--- src/rtl/bcd_rtc_core.sv ---
`timescale 1ns/1ps
module bcd_rtc_core #(
  parameter int PRESCALE = 32768
) (
  input  logic       clk,
  input  logic       rst_n,
  input  logic       ref_en,
  input  logic       wr_en,
  input  logic [2:0] waddr,
  input  logic [7:0] wdata,
  input  logic [2:0] raddr,
  output logic [7:0] rdata,
  output logic       tick_o
);
  localparam int CW = (PRESCALE > 1) ? $clog2(PRESCALE) : 1;
  localparam logic [CW-1:0] LAST = CW'(PRESCALE - 1);

  logic [6:0] sec_q, min_q;
  logic [5:0] hr_q, date_q;
  logic [4:0] mon_q;
  logic [7:0] yr_q;
  logic [2:0] dow_q;
  logic       mode_q, run_q, tick_q;
  logic [CW-1:0] pre_q;

  function automatic logic [6:0] b2i(input logic [7:0] b);
    return 7'(b[7:4]) * 7'd10 + 7'(b[3:0]);
  endfunction

  function automatic logic [7:0] i2b(input logic [6:0] v);
    return {4'(v / 7'd10), 4'(v % 7'd10)};
  endfunction

  function automatic logic [5:0] to12(input logic [5:0] h);
    logic [6:0] x;
    logic       pm;
    logic [7:0] t;
    x  = b2i({2'b00, h});
    pm = (x >= 7'd12);
    if (pm) x = x - 7'd12;
    if (x == 7'd0) x = 7'd12;
    t = i2b(x);
    return {pm, t[4:0]};
  endfunction

  function automatic logic [5:0] to24(input logic [5:0] h);
    logic [6:0] x;
    logic [7:0] t;
    x = b2i({3'b000, h[4:0]});
    if (x == 7'd12) x = 7'd0;
    if (h[5]) x = x + 7'd12;
    t = i2b(x);
    return t[5:0];
  endfunction

  logic [6:0] s_b, m_b, h24_b, h12_b, d_b, mo_b, y_b;
  logic       last, step, sec_wrap, min_wrap, day_wrap, date_wrap, mon_wrap, leap;
  logic [6:0] dim;
  logic [5:0] hr_nx;
  logic [7:0] t_sec, t_min, t_h12, t_h24, t_date, t_mon, t_yr;

  assign s_b   = b2i({1'b0, sec_q});
  assign m_b   = b2i({1'b0, min_q});
  assign h24_b = b2i({2'b00, hr_q});
  assign h12_b = b2i({3'b000, hr_q[4:0]});
  assign d_b   = b2i({2'b00, date_q});
  assign mo_b  = b2i({3'b000, mon_q});
  assign y_b   = b2i(yr_q);

  assign last     = (pre_q == LAST);
  assign step     = run_q && ref_en && !wr_en && last;
  assign sec_wrap = (s_b >= 7'd59);
  assign min_wrap = (m_b >= 7'd59);
  assign leap     = (y_b[1:0] == 2'b00);
  assign date_wrap = (d_b >= dim);
  assign mon_wrap  = (mo_b >= 7'd12);

  assign t_sec  = i2b(s_b + 7'd1);
  assign t_min  = i2b(m_b + 7'd1);
  assign t_h12  = i2b((h12_b >= 7'd12) ? 7'd1 : h12_b + 7'd1);
  assign t_h24  = i2b(h24_b + 7'd1);
  assign t_date = i2b(d_b + 7'd1);
  assign t_mon  = i2b(mo_b + 7'd1);
  assign t_yr   = i2b((y_b >= 7'd99) ? 7'd0 : y_b + 7'd1);

  always_comb begin
    case (mo_b)
      7'd2:                         dim = leap ? 7'd29 : 7'd28;
      7'd4, 7'd6, 7'd9, 7'd11:      dim = 7'd30;
      default:                      dim = 7'd31;
    endcase
  end

  always_comb begin
    if (mode_q) begin
      hr_nx    = {hr_q[5] ^ (h12_b == 7'd11), t_h12[4:0]};
      day_wrap = hr_q[5] && (h12_b == 7'd11);
    end else begin
      hr_nx    = (h24_b >= 7'd23) ? 6'h00 : t_h24[5:0];
      day_wrap = (h24_b >= 7'd23);
    end
  end

  always_ff @(posedge clk) begin
    if (!rst_n) begin
      sec_q  <= '0;
      min_q  <= '0;
      hr_q   <= '0;
      date_q <= 6'h01;
      mon_q  <= 5'h01;
      yr_q   <= '0;
      dow_q  <= '0;
      mode_q <= 1'b0;
      run_q  <= 1'b0;
      tick_q <= 1'b0;
      pre_q  <= '0;
    end else begin
      tick_q <= step;
      if (wr_en) begin
        pre_q <= '0;
        if (waddr != 3'd7) run_q <= 1'b1;
        case (waddr)
          3'd0: sec_q  <= wdata[6:0];
          3'd1: min_q  <= wdata[6:0];
          3'd2: hr_q   <= wdata[5:0];
          3'd3: date_q <= wdata[5:0];
          3'd4: mon_q  <= wdata[4:0];
          3'd5: yr_q   <= wdata;
          3'd6: dow_q  <= wdata[2:0];
          default: begin
            mode_q <= wdata[0];
            if (wdata[0] != mode_q) hr_q <= wdata[0] ? to12(hr_q) : to24(hr_q);
          end
        endcase
      end else if (run_q && ref_en) begin
        pre_q <= last ? '0 : pre_q + 1'b1;
        if (last) begin
          sec_q <= sec_wrap ? 7'h00 : t_sec[6:0];
          if (sec_wrap) begin
            min_q <= min_wrap ? 7'h00 : t_min[6:0];
            if (min_wrap) begin
              hr_q <= hr_nx;
              if (day_wrap) begin
                dow_q  <= (dow_q >= 3'd6) ? 3'd0 : dow_q + 3'd1;
                date_q <= date_wrap ? 6'h01 : t_date[5:0];
                if (date_wrap) begin
                  mon_q <= mon_wrap ? 5'h01 : t_mon[4:0];
                  if (mon_wrap) yr_q <= t_yr;
                end
              end
            end
          end
        end
      end
    end
  end

  always_comb begin
    case (raddr)
      3'd0:    rdata = {1'b0, sec_q};
      3'd1:    rdata = {1'b0, min_q};
      3'd2:    rdata = {2'b00, hr_q};
      3'd3:    rdata = {2'b00, date_q};
      3'd4:    rdata = {3'b000, mon_q};
      3'd5:    rdata = yr_q;
      3'd6:    rdata = {5'b00000, dow_q};
      default: rdata = {7'b0000000, mode_q};
    endcase
  end

  assign tick_o = tick_q;
endmodule

--- config.mk ---
export PLATFORM = sky130hd
export DESIGN_NAME = bcd_rtc_core
export DESIGN_NICKNAME = d
export VERILOG_FILES = /design/src/rtl/bcd_rtc_core.sv
export SDC_FILE = /design/constraint.sdc
export NUM_CORES = 1
export LEC_CHECK = 0
export BUFFER_PORTS_ARGS = -buffer_cell sky130_fd_sc_hd__buf_4
export CAP_MARGIN = 10
export CORE_MARGIN = 2
export CORE_UTILIZATION = 39
export DETAILED_ROUTE_END_ITERATION = 8
export PLACE_DENSITY = 0.55
export SYNTH_ARGS = -nofsm -noshare
export SYNTH_HDL_FRONTEND = slang
export SYNTH_SLANG_ARGS = --single-unit
export TNS_END_PERCENT = 1
--- constraint.sdc ---
create_clock -name clk -period 6.4 [get_ports clk]
set_input_delay 1.28 -clock clk [delete_from_list [all_inputs] [get_ports clk]]
set_output_delay 1.28 -clock clk [all_outputs]
set_load 0.1 [all_outputs]
# Yosys cells after proc, flatten, opt, wreduce, memory -nomap -nowiden
# Cells that the tools add are included.
[classes] add_sub_neg=18 multipliers=7 div_mod_pow=18 magnitude_cmp=9 eq_ne=30 muxes=82 bitwise_logic=3 reduce_logical=29
[op_table] cell="two-way mux 7 bit" n=32
[op_table] cell="two-way mux 6 bit" n=18
[op_table] cell="two-way mux 8 bit" n=9
[op_table] cell="divider 7 x 4 -> 7 bit (second input constant)" n=9
[op_table] cell="modulo 7 x 4 -> 7 bit (second input constant)" n=9
[op_table] cell="case mux 8 bit (7 select lines)" n=1
[op_table] cell="two-way mux 5 bit" n=9
[op_table] cell="adder 7 x 1 -> 7 bit (second input constant)" n=6
[op_table] cell="two-way mux 3 bit" n=8
[op_table] cell="adder 7 x 4 -> 7 bit" n=3
[op_table] cell="== test 3 bit (second input constant)" n=6
[op_table] cell="== test 6 x 4 -> 1 bit (second input constant)" n=3
[op_table] cell="AND reduction 6 bit" n=3
[op_table] cell="adder 15 x 1 -> 15 bit (second input constant)" n=1
[op_table] cell="== test 15 bit (second input constant)" n=1
[op_table] cell="two-way mux 15 bit" n=1
[op_table] cell="adder 6 x 4 -> 7 bit" n=2
[op_table] cell=">= comparator 7 x 4 -> 1 bit (second input constant)" n=2
[op_table] cell=">= comparator 7 x 6 -> 1 bit (second input constant)" n=2
[op_table] cell="nonzero test 2 bit" n=7
[op_table] cell="adder 5 x 4 -> 6 bit" n=2
[op_table] cell="== test 3 x 2 -> 1 bit (second input constant)" n=4
[op_table] cell="== test 6 x 3 -> 1 bit (second input constant)" n=2
[op_table] cell="multiplier 3 x 3 -> 6 bit (second input constant)" n=2
[op_table] cell="39 further kinds" n=54
[totals] reg_bits=60 inputBits=18 output_inout_bits=9 wordCells=207

# Depth between registers and ports, before layout
[logic_depth] depth_word=19 ltp_mapped=27 ltp_nobuf=26

# Worst setup path after synthesis
# Ideal clock, no wire load.
[synth_path] path_kind="flip-flop to flip-flop" start="register hr_q[1]" end="register hr_q[2]" setup_time_ns=0.066 arrival_ns=5.685 required_ns=6.334 path_slack_ns=0.649 stages_incl_launch_ff=26 n_path_buf=1 synth_period_minus_slack_ns=5.751 path_cell_list="dfxtp_1 -> ha_1 -> fa_1 -> buf_6 -> xor2_4 -> ha_1 -> o41ai_1 -> o41ai_1 -> a2111oi_0 -> o21ba_2 -> nor2_1 -> clkinv_2 -> ha_1 -> nor3b_1 -> a311oi_2 -> ha_1 -> o211ai_1 -> a31oi_1 -> o32ai_2 -> xnor2_1 -> ha_1 -> o31ai_1 -> a311oi_1 -> and2_4 -> mux2_4 -> a21oi_2"
[synth_between] elab_chain_cells=18 word_cells_on_any_way=46 cone_classes="add/sub (6); div (4); order compare (3); eq/ne (1); mux (31); reduce/logical (1)"
[synth_rtl] item="from (decl)" line="19" rtl="logic [5:0] hr_q, date_q;"
[synth_rtl] item="from (signal assigned)" line="125" rtl="3'd2: hr_q <= wdata[5:0];"
[synth_rtl] item="from (signal assigned)" line="132" rtl="if (wdata[0] != mode_q) hr_q <= wdata[0] ? to12(hr_q) : to24(hr_q);"
[synth_rtl] item="from (signal assigned)" line="142" rtl="hr_q <= hr_nx;"
[synth_rtl] item="adder 6 x 4 -> 7 bit / adder 5 x 4 -> 6 bit (equally long branches)" line="27" rtl="return 7'(b[7:4]) * 7'd10 + 7'(b[3:0]);"
[synth_rtl] item="subtractor 7 x 4 -> 7 bit, or another cell as far along" line="40" rtl="if (pm) x = x - 7'd12;"
[synth_rtl] item="two-way mux 7 bit / two-way mux 6 bit (equally long branches)" line="40, 50"
[synth_rtl] item="two-way mux 7 bit" line="132"
[synth_rtl] item="two-way mux 7 bit" line="122" rtl="case (waddr)"
[synth_rtl] item="two-way mux 7 bit" line="119" rtl="if (wr_en) begin"
[synth_rtl] item="two-way mux 7 bit" line="105" rtl="if (!rst_n) begin"
[synth_rtl] item="zero test 7 bit / adder 7 x 4 -> 7 bit (equally long branches)" line="41, 51"
[synth_rtl] item="two-way mux 7 bit, on equally long branches" line="41, 51"
[synth_rtl] item="two-way mux 7 bit" line="132"
[synth_rtl] item="two-way mux 7 bit" line="122"
[synth_rtl] item="two-way mux 7 bit" line="119"
[synth_rtl] item="two-way mux 7 bit" line="105"
[synth_rtl] item="modulo 7 x 4 -> 7 bit" line="31" rtl="return {4'(v / 7'd10), 4'(v % 7'd10)};"
[synth_rtl] item="two-way mux 6 bit (2 in series)" line="132"
[synth_rtl] item="case mux 6 bit (2 select lines)" line="122"
[synth_rtl] item="two-way mux 6 bit (*)" line="119"
# Every way passes the cells marked *; elsewhere a longest branch is shown, timed or not. The select of a mux whose other input is x is not followed.
# A chain may end at the register's enable or synchronous reset.

# Worst setup path in the final report
# Same ends and word-level chain as after synthesis.

==> flow_summary.ini <==
[worst_hold_path]
hold_start = pre_q[1]
min_path_type = reg -> reg

[finish]
post-route-util_pct = 43.06
diodes = 0
fillers = 2273
syn_to_final_growth_pct = 8.946
layout-drive-gt1-share_pct = 10.67
nets = 1300

[clock_tree]
cts_max_path_buffers = 2
clk_latency_ns = 0.33
path_clk_slew_ns = 0.06
hold_buffers = 0
numClockSinks = 60
cts_buffers = 9
clockRootBuffer = clkbuf_16
cts.htree.levels = 3
cts_tree = yes

[global_routing]
grt_pass1_wl_mm = 42.50
grt_usage_pct = 21.15
grt_pass1_vias = 8286
grt-ovfl-total = 0
antenna_found_initial = 0
grt_max_degree = 54

[job]
drv_cap = 0

[critical_path]
worstPathMaxFanout = 6
critical_path_class = reg -> reg
cp-end-kind = flop
crit_required_ns = 6.67
start_kind = flop
cp.arrival_ns = 6.31
rr_startpoint = hr_q[1]
startpoint = hr_q[1]

[timing]
tns_ns = 0
fmax_mhz = 165.7
rsz0062_at_grt = no
fin_skew_ns = 0.008860
drv_slew = 0
hold_viol = 0
post-route-period-util_pct = 94.32
finalSetupViolations = 0
relSlewSlack_pct = 37.67
worstMarginPinSlew_ns = 0.9204
period_needed_ns = 6.037

[power_and_ir_drop]
p_per_area_nw_per_um2 = 126.4
p_seq_share_pct = 31.6
pwr-share-clk_pct = 44.6
p_sw_share_pct = 29.54
internal_power_mw = 0.8628
p_leak_nw = 3.870
ir_worst_vdd_mv = 0.1186
p_sw_mw = 0.3617
p_comb_share_pct = 23.8

[synth]
yosys_warnings = 0
ys_types = 103
syn_area_per_cell_sq_um = 7.339
syn_area_sq_um = 8895
ys.flop_type = dfxtp_1
ys_seq_elements = 60
synth_edf_count = 0
synthArstFlopShare_pct = 0
ys_seq_area_share_pct = 13.50
syn_nets = 1308
netlist_instances = 1212

[route]
wl_per_cell_um = 17.29
drtIter0Drc = 753
drc = 0
viasPerCell = 6.125
drt_first_pass_iters = 5
routed_wl_mm = 25.83
num_vias = 9151
final_antenna_net_count = 0

[floorplanning]
initial_core_util_pct = 39.53
die-height_um = 155.0
core.rowCount = 55
die_w_um = 155.0
fp.coreArea_sq_um = 22500
io_pins = 27
dieArea_sq_um = 24030

[placed_design]
port_buffers = 26
hpwlAfterDp_mm = 19.53
routabilityCongestion = 0.9117

[outcome]
status = finished clean
-- metal layers --
metal	GRT usage, %	routed length, um
met2	33.86	11740
met3	1.866	1175
met4	4.894	395
met1	30.72	12520
met5	0	0
-- flip-flops by register name, indices dropped and copies added, names as in the netlist, 3 cells and up --
signal  flops
date_q      6
dow_q       3
hr_q        6
min_q       7
mon_q       5
pre_q      15
sec_q       7
yr_q        8
-- per-stage QoR --
step	area (sq um)	total power, mW	setup WS [ns]	hold slack, ns	cells
after floorplan	8895	0.6064	0.6492	0.4489	1212
after global placement	9325	0.6803	0.3625	0.4621	1478
after detailed placement	9325	0.6798	0.2535	0.4673	1478
after CTS	9663	1.226	0.2133	0.4753	1494
after global routing	9691	1.277	0.01247	0.5293	1494
final	9691	1.224	0.3634	0.4746	1494
-- worst max-delay path, stage by stage, from the launching register on --
cell,delay (ns)
dfxtp_1,0.35
ha_1,0.25
fa_1,0.48
xor2_4,0.22
ha_1,0.33
o41ai_1,0.07
o41ai_1,0.19
a2111oi_2,0.46
o21ba_2,0.23
nor2_1,0.17
clkinv_2,0.13
ha_1,0.24
nor3b_1,0.36
a311oi_2,0.17
ha_2,0.23
o211ai_1,0.08
a31oi_1,0.07
o32ai_2,0.34
xnor2_1,0.20
ha_1,0.28
o31ai_1,0.10
a311oi_1,0.37
and2_4,0.22
mux2_4,0.31
a21oi_2,0.13
-- power groups by stage --
stage | Combinational (mW) | Sequential (mW) | Clock, mW
after global routing | 0.323 | 0.387 | 0.567
after global placement | 0.286 | 0.394 | 0
final | 0.292 | 0.387 | 0.546
after detailed placement | 0.285 | 0.394 | 0
after CTS | 0.287 | 0.386 | 0.552
after floorplan | 0.215 | 0.391 | 0
-- area by class of cell --
type | instances | area [sq um] | share of cell area (%)
clock buffer | 13 | 270.3 | 2.789
clock inverter | 3 | 67.56 | 0.6972
inverter | 46 | 173.9 | 1.795
multi-input combinational | 1041 | 7276 | 75.08
sequential | 60 | 1201 | 12.40
tap | 285 | 356.6 | 3.680
timing repair buffer | 46 | 345.3 | 3.564
-- path summary, 6_finish.rpt --
check / to / slack, ns / cells after the start
setup / recovery: hr_q[2] / 0.36 / 24
hold / removal: pre_q[1] / 0.47 / 2
setup reg to reg: hr_q[2] / 0.36 / 24
hold reg to reg: pre_q[1] / 0.47 / 2
-- cell usage after synthesis (24+ instances only) --
library cell | n | share of area (%)
o211ai_1 | 25 | 2.1
dfxtp_1 | 60 | 14
nor3_1 | 32 | 1.8
a21oi_1 | 82 | 4.6
xor2_1 | 24 | 2.4
inv_1 | 43 | 1.8
nand3_1 | 45 | 2.5
clkbuf_1 | 49 | 2.1
ha_1 | 72 | 10
nand2_1 | 122 | 5.1
xnor2_1 | 42 | 4.1
o21ai_0 | 77 | 4.3
nor2_1 | 94 | 4.0
a31oi_1 | 39 | 2.7
-- placed cells by master, fill, tap and decap left out, drive strengths merged, types with 6 or more instances in the layout --
cell type	instances
or3	13
fa	6
o211ai	25
a2111oi	8
xor2	25
nand3b	8
a31o	7
mux2	12
inv	45
o221ai	9
nor3	32
a211o	9
o21ai	87
o22ai	13
and3	17
o21a	9
a21o	14
a31oi	39
nand2	122
a21oi	85
o211a	11
dfxtp	60
nand2b	18
nand3	45
nor4	12
nor2b	18
and2	13
o31ai	9
nor2	95
clkbuf	13
buf	46
ha	72
a211oi	23
o31a	6
xnor2	43
or2	8
a22oi	9
mux2i	16
-- cells by family after synthesis --
kind of cell	after synthesis	share of synthesized area, %
compound gates	426	33.86
xor+xnor	70	7.498
fa+ha+maj	79	11.59
buf+inv	111	5.008
flops	60	13.50
mux	31	4.121
simple gates	435	24.42
-- repair_timing --
action                                  in CTS  in global routing
hold endpoints to repair                     0                  0
resized for setup                            0                  8
buffers inserted                             0                  0
endpoints found under the setup margin       0                  2
Note: power is estimated with default switching activity, not from simulation.
